==> config.mk <==
export PLATFORM = sky130hd
export DESIGN_NAME = stat_snapshot_bank
export DESIGN_NICKNAME = d
export VERILOG_FILES = /design/src/rtl/stat_snapshot_bank.sv
export SDC_FILE = /design/constraint.sdc
export NUM_CORES = 1
export LEC_CHECK = 0
export BUFFER_PORTS_ARGS = -buffer_cell sky130_fd_sc_hd__clkbuf_2
export CORE_MARGIN = 2
export CORE_UTILIZATION = 35
export DETAILED_ROUTE_END_ITERATION = 8
export PLACE_DENSITY = 0.57
export SLEW_MARGIN = 20
export SYNTH_ARGS = -nofsm -noshare
export SYNTH_HDL_FRONTEND = slang
export SYNTH_SLANG_ARGS = --single-unit
==> constraint.sdc <==
create_clock -name clk -period 13 [get_ports clk]
set_clock_uncertainty 0.15 [all_clocks]
set_input_delay 3.9 -clock clk [delete_from_list [all_inputs] [get_ports clk]]
set_output_delay 3.9 -clock clk [all_outputs]
set_load 0.05 [all_outputs]
==> src/rtl/stat_snapshot_bank.sv <==
module stat_snapshot_bank #(
  parameter int NUM_CTR = 4,
  parameter int ADDR_W = 8,
  parameter logic [31:0] REVISION = 32'h0001_0203
) (
  input  logic              clk,
  input  logic              rst_n,
  input  logic [NUM_CTR-1:0] inc,
  input  logic [NUM_CTR-1:0] par_inject,
  input  logic              wr_en,
  input  logic              rd_en,
  input  logic [ADDR_W-1:0] addr,
  input  logic [31:0]       wdata,
  output logic [31:0]       rdata,
  output logic              rd_valid,
  output logic              shadow_active
);
  localparam logic [ADDR_W-1:0] A_REV  = ADDR_W'('h40);
  localparam logic [ADDR_W-1:0] A_SCR  = ADDR_W'('h41);
  localparam logic [ADDR_W-1:0] A_CFG  = ADDR_W'('h45);
  localparam logic [ADDR_W-1:0] A_STAT = ADDR_W'('h46);

  logic [63:0] live_q   [NUM_CTR];
  logic [63:0] shadow_q [NUM_CTR];
  logic [NUM_CTR-1:0] par_q, bad;
  logic [2:0]  cfg_q;
  logic [31:0] scratch_q, rd_word;
  logic        err_q;

  wire frozen  = cfg_q[2];
  wire ctr_rst = cfg_q[0];
  wire capture = wr_en && (addr == A_CFG) && wdata[2];
  assign shadow_active = frozen;

  always_ff @(posedge clk) begin
    if (!rst_n) begin
      cfg_q     <= '0;
      scratch_q <= '0;
    end else if (wr_en) begin
      if (addr == A_CFG) cfg_q     <= wdata[2:0];
      if (addr == A_SCR) scratch_q <= wdata;
    end
  end

  for (genvar i = 0; i < NUM_CTR; i++) begin : g_ctr
    wire [63:0] bump = live_q[i] + 64'd1;
    assign bad[i] = ^{live_q[i], par_q[i]};

    always_ff @(posedge clk) begin
      if (!rst_n) begin
        live_q[i]   <= '0;
        shadow_q[i] <= '0;
        par_q[i]    <= 1'b0;
      end else if (ctr_rst) begin
        live_q[i]   <= '0;
        shadow_q[i] <= '0;
        par_q[i]    <= par_inject[i];
      end else if (capture) begin
        shadow_q[i] <= live_q[i];
        live_q[i]   <= {63'd0, inc[i]};
        par_q[i]    <= inc[i] ^ par_inject[i];
      end else if (inc[i]) begin
        live_q[i]   <= bump;
        par_q[i]    <= (^bump) ^ par_inject[i];
      end else begin
        par_q[i]    <= par_q[i] ^ par_inject[i];
      end
    end

    assert_count_step_R2: assert property (@(posedge clk) disable iff (!rst_n)
      (!ctr_rst && !capture && inc[i]) |=> live_q[i] == $past(live_q[i]) + 64'd1);
    assert_capture_copy_R3: assert property (@(posedge clk) disable iff (!rst_n)
      (!ctr_rst && capture) |=> shadow_q[i] == $past(live_q[i]));
    assert_capture_inc_R10: assert property (@(posedge clk) disable iff (!rst_n)
      (!ctr_rst && capture) |=> live_q[i] == {63'd0, $past(inc[i])});
    assert_held_zero_R5: assert property (@(posedge clk) disable iff (!rst_n)
      ctr_rst |=> (live_q[i] == 64'd0 && shadow_q[i] == 64'd0));
  end

  always_ff @(posedge clk) begin
    if (!rst_n || cfg_q[1]) err_q <= 1'b0;
    else if (|bad)          err_q <= 1'b1;
  end

  always_comb begin
    rd_word = '0;
    for (int i = 0; i < NUM_CTR; i++) begin
      if (addr == ADDR_W'(2*i))     rd_word = frozen ? shadow_q[i][31:0]  : live_q[i][31:0];
      if (addr == ADDR_W'(2*i + 1)) rd_word = frozen ? shadow_q[i][63:32] : live_q[i][63:32];
    end
    case (addr)
      A_REV:  rd_word = REVISION;
      A_SCR:  rd_word = scratch_q;
      A_CFG:  rd_word = {29'd0, cfg_q};
      A_STAT: rd_word = {30'd0, frozen, err_q};
      default: ;
    endcase
  end

  always_ff @(posedge clk) begin
    if (!rst_n) begin
      rdata    <= '0;
      rd_valid <= 1'b0;
    end else begin
      rd_valid <= rd_en;
      if (rd_en) rdata <= rd_word;
    end
  end

  assert_err_sticky_R7: assert property (@(posedge clk) disable iff (!rst_n)
    (err_q && !cfg_q[1]) |=> err_q);
  assert_err_hold_clear_R6: assert property (@(posedge clk) disable iff (!rst_n)
    cfg_q[1] |=> !err_q);
  assert_rd_latency_R9: assert property (@(posedge clk) disable iff (!rst_n)
    rd_en |=> rd_valid);
  assert_freeze_flag_R4: assert property (@(posedge clk) disable iff (!rst_n)
    capture |=> shadow_active);
endmodule

==> run metrics, run 1 <==
MaxCap Viol Count=0; IO buf count=85; Tmin final=7.37 ns; io pins=86; register bit total from synthesis=585; DR DRC count=0; Reg area=16800 µm²; Num CTS Buffers=71; Synth-to-Final Area Change=11.4%; most numerous cell in the Yosys netlist=edfxtp_1; Resize count post-CTS=0; Worst R2R Start=live_q[0][0]; Leak=13.7 nW; core footprint=102000 µm²; critical path type=input pin to register; Starting DRT DRC Count=2645; Avg WL per Cell=23.4 µm; cells on worst reg2reg path=13; EDFF count, synth=512; crit path max-delay cell type=buf_4; CTS Sinks=585; period utilization=56.7%; PD cells=140 nW/µm²; Placement Rows=117; Layout Utilization=39.5%; RSZ-0062 raised after global routing=false; CTS tree=built; Starting Density=35.4%; CP arrival=7.47 ns; sequential cell area fraction in the yosys report=46.5%; Final ANT Viol Nets=0; clock buffer depth=3; slew margin rel.=23.2%; register-to-register setup slack=7.53 ns; WL final=113000 µm; Worst EP required=13.10 ns; Syn. warnings=0; vias in the first global route=24676; dpl hpwl=79600 µm; syn nets=3537; # fillers=10096; Reg-to-Reg End=par_q[0]; clock-pin slew on the worst setup and hold paths=0.06 ns; H-tree depth=3; clock latency on the worst-skew pair=0.66 ns; drt pass-1 iters=6; vias per inst=5.40; Post-synth top cells=edfxtp_1, xnor2_1, nor2_1; Slew Viols, Final=0; Worst Setup SP=addr[5]; Cell Chain, Critical Path=clkbuf_2, or4_1, nor2_1, and3_1, nand4_1, and2_1, inv_8, buf_4; gr ovfl total=0; fin nets=3561; pin count of the biggest net entering global routing=138; via count=25954; Slowest Stage Delay on Critical Path=0.83 ns; setup violators final=0; first-pass GRT wire length=167000 µm; top-area cell type share of the netlist area=42.5%; Finished Cell Area=40300 µm²; Placed Area=38000 µm²; Worst IR Drop VDD=83.2 µV; library cells used by synthesis=66; main flop type after synthesis=edfxtp_1; Hold Buf Count CTS=0; asr flop ratio synth=0%; Hold Crit Class=register to register; Multi-input gate area=18700 µm²; GR Util All Layers=20.8%; status=finished clean; Yosys top cell by area=edfxtp_1; Fin Setup TNS=0 ns; CP max FO=127; Synth area leaders=edfxtp_1, xnor2_1, and2_1, ha_1, xor2_1; antenna violations before repair=4; average size of a mapped cell=10.8 µm²; endpoints failing hold=0; die area=106000 µm²; die width=326 µm; Root Buffer=clkbuf_16; Post-Syn Instances=3357; chip height=326 µm; GPL Wtd Cong=0.903; number of buffers added for setup after CTS=0; Cell Area, Synth=36200 µm²; fmax=136 MHz; CP Launch Type=input pin; Setup crit end kind=register; worst slew pin tran=1.15 ns; share of layout cells above drive strength 1=9.57%; Worst Setup EP=shadow_q[0][6]
## routing by layer
layer	vias up	track usage, %	wire length (µm)
met4	2	6.18	3300
met2	848	32.2	50800
met3	167	3.29	7390
met1	12942	29.9	51000
met5	-	0	16
li1	11995	-	-
## through the flow
stage	power, W	hold WS [ns]	setup slack [ns]	instances
2_1_floorplan	0.00322	0.269	2.63	3357
3_3_place_gp	0.00363	0.295	5.11	4676
3_5_place_dp	0.00363	0.298	5.05	4676
4_1_cts	0.00566	0.284	5.73	4807
5_1_grt	0.00582	0.339	5.47	4807
6_report	0.00563	0.298	5.63	4808
## worst min-delay path by stage
stage	from	cells past startpoint	endpoint
3_5_place_dp	cfg_q[1]	1	err_q
4_1_cts	cfg_q[1]	1	err_q
5_1_grt	scratch_q[10]	2	scratch_q[10]
3_3_place_gp	cfg_q[1]	1	err_q
2_1_floorplan	cfg_q[1]	1	err_q
6_report	cfg_q[1]	1	err_q
## state kept, by name, indices dropped and copies added (netlist names)
name       cells
rd_valid       1
shadow_q     256
cfg_q          3
live_q       256
scratch_q     32
rdata         32
err_q          1
par_q          4
## worst max-delay path, delay by kind of cell
family,cells,cell delay [ns]
buf+inv,3,1.54
simple gates,5,1.86
## power by group
part	internal (W)	leakage (nW)	total, W	switching (W)
Combinational	0.000619	6.47	0.00131	0.000692
Clock	0.00117	1.15	0.00202	0.000856
Sequential	0.00214	6.10	0.00229	0.000156
Total	0.00392	13.7	0.00563	0.00170
## area by class of cell
cell class,count,share of cell area [%]
Multi-Input combinational cell,2577,46.3
Sequential cell,585,41.8
Clock buffer,94,4.85
Tap cell,1368,4.24
Timing Repair Buffer,120,1.72
Clock inverter,37,0.872
Inverter,26,0.261
Antenna cell,1,0.00621
## cell families after synthesis
| logic type | after synthesis | synth area share (%) |
|---|---|---|
| AOI/OAI and AO/OA | 331 | 5.57 |
| xor gates and xnor gates | 640 | 16.2 |
| adders and majority gates | 128 | 4.42 |
| buffers and inverters | 195 | 2.05 |
| DFF | 585 | 46.5 |
| muxes | 222 | 8.10 |
| and+or+nand+nor | 1256 | 17.2 |
## layout by cell type (no fill, tap or decap), types with 10 or more instances in the layout
| cell | instances |
|---|---|
| edfxtp_1 | 512 |
| xnor2_1 | 443 |
| nor2_1 | 381 |
| and2_1 | 263 |
| nand2_1 | 259 |
| xor2_1 | 179 |
| mux2i_1 | 149 |
| ha_1 | 128 |
| a21oi_1 | 106 |
| nand4_1 | 84 |
| clkbuf_2 | 84 |
| nand3_1 | 73 |
| clkbuf_16 | 73 |
| dfxtp_1 | 72 |
| o21ai_0 | 70 |
| mux4_2 | 55 |
| nor3_1 | 50 |
| o22ai_1 | 40 |
| and3_1 | 36 |
| buf_4 | 35 |
| a211oi_1 | 24 |
| a21boi_0 | 24 |
| inv_1 | 23 |
| nor4_1 | 23 |
| mux2_2 | 18 |
| xnor3_1 | 18 |
| clkinv_2 | 18 |
| a31oi_1 | 17 |
| clkbuf_1 | 16 |
| and4_1 | 14 |
| nor2b_1 | 13 |
| a22oi_1 | 11 |
| clkinv_1 | 10 |
| nand2b_1 | 10 |
(Power assumes the default switching activity.)
==> run 2, diff against run 1 <==
--- a/config.mk
+++ b/config.mk
@@ -5,6 +5,7 @@
 export SDC_FILE = /design/constraint.sdc
 export NUM_CORES = 1
 export LEC_CHECK = 0
+export ABC_AREA = 1
 export BUFFER_PORTS_ARGS = -buffer_cell sky130_fd_sc_hd__clkbuf_2
 export CORE_MARGIN = 2
 export CORE_UTILIZATION = 35
==> constraint.sdc (replaced) <==
create_clock -name clk -period 7.6 [get_ports clk]
set_clock_uncertainty 0.15 [all_clocks]
set_input_delay 2.28 -clock clk [delete_from_list [all_inputs] [get_ports clk]]
set_output_delay 2.28 -clock clk [all_outputs]
set_load 0.05 [all_outputs]
==> run metrics, run 2 <==
status=finished clean (unchanged); Post-Syn Instances=6133 (was 3357); Hold Buf Count CTS=0 (unchanged); Placement Rows=128 (was 117); Layout Utilization=39.0% (was 39.5%); sequential cell area fraction in the yosys report=39.2% (was 46.5%); antenna violations before repair=3 (was 4); Worst EP required=8.00 ns (was 13.10 ns); Resize count post-CTS=0 (unchanged); hold path endpoint=scratch_q[20] (was err_q); Synth area leaders=edfxtp_1, nand2_1, nor2_1, inv_1, nand3_1 (was edfxtp_1, xnor2_1, and2_1, ha_1, xor2_1); Hold Crit Class=register to register (unchanged); # fillers=12903 (was 10096); WHS Path Cells=2 (was 1); die area=125000 µm² (was 106000 µm²); period utilization=71.8%; drt pass-1 iters=6 (unchanged); largest registers=live_q: 256 flops, shadow_q: 256 flops (unchanged); setup violators final=0 (unchanged); number of buffers added for setup after CTS=0 (unchanged); CP Launch Type=input pin (unchanged); clock buffer depth=3 (unchanged); crit path max-delay cell type=clkinv_1 (was buf_4); average size of a mapped cell=7.00 µm² (was 10.8 µm²); vias in the first global route=37803 (was 24676); hold wc startpoint=scratch_q[20] (was cfg_q[1]); Yosys top cell by area=edfxtp_1 (unchanged); share of layout cells above drive strength 1=6.23% (was 9.57%); fmax=183 MHz; Worst R2R Start=live_q[0][0] (unchanged); CTS Sinks=585 (unchanged); Fin Setup TNS=0 ns (unchanged); H-tree depth=3 (unchanged); Avg WL per Cell=20.5 µm (was 23.4 µm); first-pass GRT wire length=240000 µm (was 167000 µm); Multi-input gate area=23000 µm² (was 18700 µm²); die width=354 µm (was 326 µm); RSZ-0062 raised after global routing=false (unchanged); Slew Viols, Final=0 (unchanged); asr flop ratio synth=0% (unchanged); number of diodes=0 (was 1); Reg area=16800 µm² (unchanged); Final ANT Viol Nets=0 (unchanged); Post-synth top cells=nand2_1, nor2_1, inv_1 (was edfxtp_1, xnor2_1, nor2_1); worst slew pin tran=1.14 ns (was 1.15 ns); CTS tree=built (unchanged); Worst IR Drop VDD=181 µV (was 83.2 µV); EDFF count, synth=512 (unchanged); WP buf/inv=3 (unchanged); Fin Hold WS=0.300 ns (was 0.298 ns); Starting DRT DRC Count=4553 (was 2645); slew margin rel.=23.6% (was 23.2%); Root Buffer=clkbuf_16 (unchanged); Leak=20.4 nW (was 13.7 nW); chip height=354 µm (was 326 µm); MaxCap Viol Count=0 (unchanged); io pins=86 (unchanged); Cell Area, Synth=42900 µm² (was 36200 µm²); syn nets=6313 (was 3537); vias per inst=5.20 (was 5.40); library cells used by synthesis=45 (was 66); commonest non-fill, non-tap cell in the layout=nand2_1 (was edfxtp_1); clock latency on the worst-skew pair=0.66 ns (about the same); GPL Wtd Cong=1.02 (was 0.903); register-to-register setup slack=3.52 ns (was 7.53 ns); CP max FO=28 (was 127); main flop type after synthesis=edfxtp_1 (unchanged); PnR worst setup slack=2.15 ns (was 5.63 ns); Setup crit end kind=register (unchanged); fin nets=6345 (was 3561); Tmin final=5.45 ns; pin count of the biggest net entering global routing=131 (was 138); Slowest Stage Delay on Critical Path=0.85 ns (was 0.83 ns); core footprint=122000 µm² (was 102000 µm²); Cell Chain, Critical Path=clkbuf_2, or2_2, nor3_2, nand2_1, nor2_4, clkinv_1, o21ai_0, o211ai_1, a21oi_1, o21ai_1, a21oi_1, o2111ai_1, o211ai_1, inv_1 (was clkbuf_2, or4_1, nor2_1, and3_1, nand4_1, and2_1, inv_8, buf_4); IO buf count=85 (unchanged); PD cells=198 nW/µm² (was 140 nW/µm²); delay-heaviest family, CP=compound AO/OA/AOI/OAI gates (was simple AND/OR/NAND/NOR gates); register bit total from synthesis=585 (unchanged); CP arrival=5.85 ns (was 7.47 ns); top-area cell type share of the netlist area=35.8% (was 42.5%); Syn. warnings=0 (unchanged); WL final=161000 µm (was 113000 µm); Reg-to-Reg End=par_q[0] (unchanged); cells on worst reg2reg path=22 (was 13); Tot Pwr=0.00941 W (was 0.00563 W); gr ovfl total=0 (unchanged); Starting Density=35.3% (was 35.4%); Synth-to-Final Area Change=10.7% (was 11.4%); most numerous cell in the Yosys netlist=nand2_1 (was edfxtp_1); most frequent cells in the layout=nand2_1, nor2_1, inv_1 (was edfxtp_1, xnor2_1, nor2_1); clock-pin slew on the worst setup and hold paths=0.06 ns (about the same); dpl hpwl=128000 µm (was 79600 µm); critical path type=input pin to register (unchanged); endpoints failing hold=0 (unchanged); GR Util All Layers=25.1% (was 20.8%); DR DRC count=0 (unchanged); via count=40823 (was 25954); worst slack at placement=1.60 ns (was 5.05 ns); Num CTS Buffers=73 (was 71)
[run 2: stage by stage]
stage	cell area, µm²	instances
2_1_floorplan	42900	6133
3_3_place_gp	45100	7715
3_5_place_dp	45100	7715
4_1_cts	47500	7848
5_1_grt	47500	7848
6_report	47500	7848
[run 2: worst max path at each step]
| stage | start | to | depth (start not counted) |
|---|---|---|---|
| finish | addr[5] | rdata[1] | 14 |
| global route | addr[5] | rdata[15] | 14 |
| CTS | addr[2] | live_q[0][54] | 13 |
| detailed placement | addr[5] | rdata[1] | 14 |
| global placement | addr[5] | rdata[1] | 14 |
| floorplan | addr[2] | shadow_q[0][0] | 10 |
[run 2: cell type report]
cell class              count  area share (%)
clock buffers              93            4.10
clock inverters            40           0.869
inverters                 653            5.17
multi-input cells        4733            48.5
flip-flops and latches    585            35.5
well taps                1625            4.28
repair buffers            119            1.62
[run 2: cells by family (layout without fill, tap and decap cells)]
kind of cell,Yosys count,after routing,synth area share [%]
buffers and inverters,815,905,7.19
AO/OA/AOI/OAI,614,614,8.14
adder cells (fa/ha/maj),128,128,3.73
flip-flops,585,585,39.2
XOR/XNOR,280,280,5.84
AND/OR/NAND/NOR,3711,3711,35.9
[run 2: power breakdown]
part	leakage [nW]	total (W)	switching [W]	internal (W)
combinational	13.2	0.00204	0.00141	0.000629
sequential	6.08	0.00383	0.000171	0.00365
clock	1.15	0.00354	0.00154	0.00200
[run 2: worst min-delay path, stage by stage, from the launching register on]
cell and delay [ns]:
dfxtp_1 0.30, inv_1 0.05, a21oi_1 0.05
[run 2: per-layer routing]
layer  vias to the layer above  global-route usage, %  routed length, µm
met4                         4                   7.73               4900
met1                     19193                   35.8              73400
met2                      1479                   39.2              70500
met3                       208                   3.78              12200
met5                         -                      0                 30
li1                      19939                      -                  -
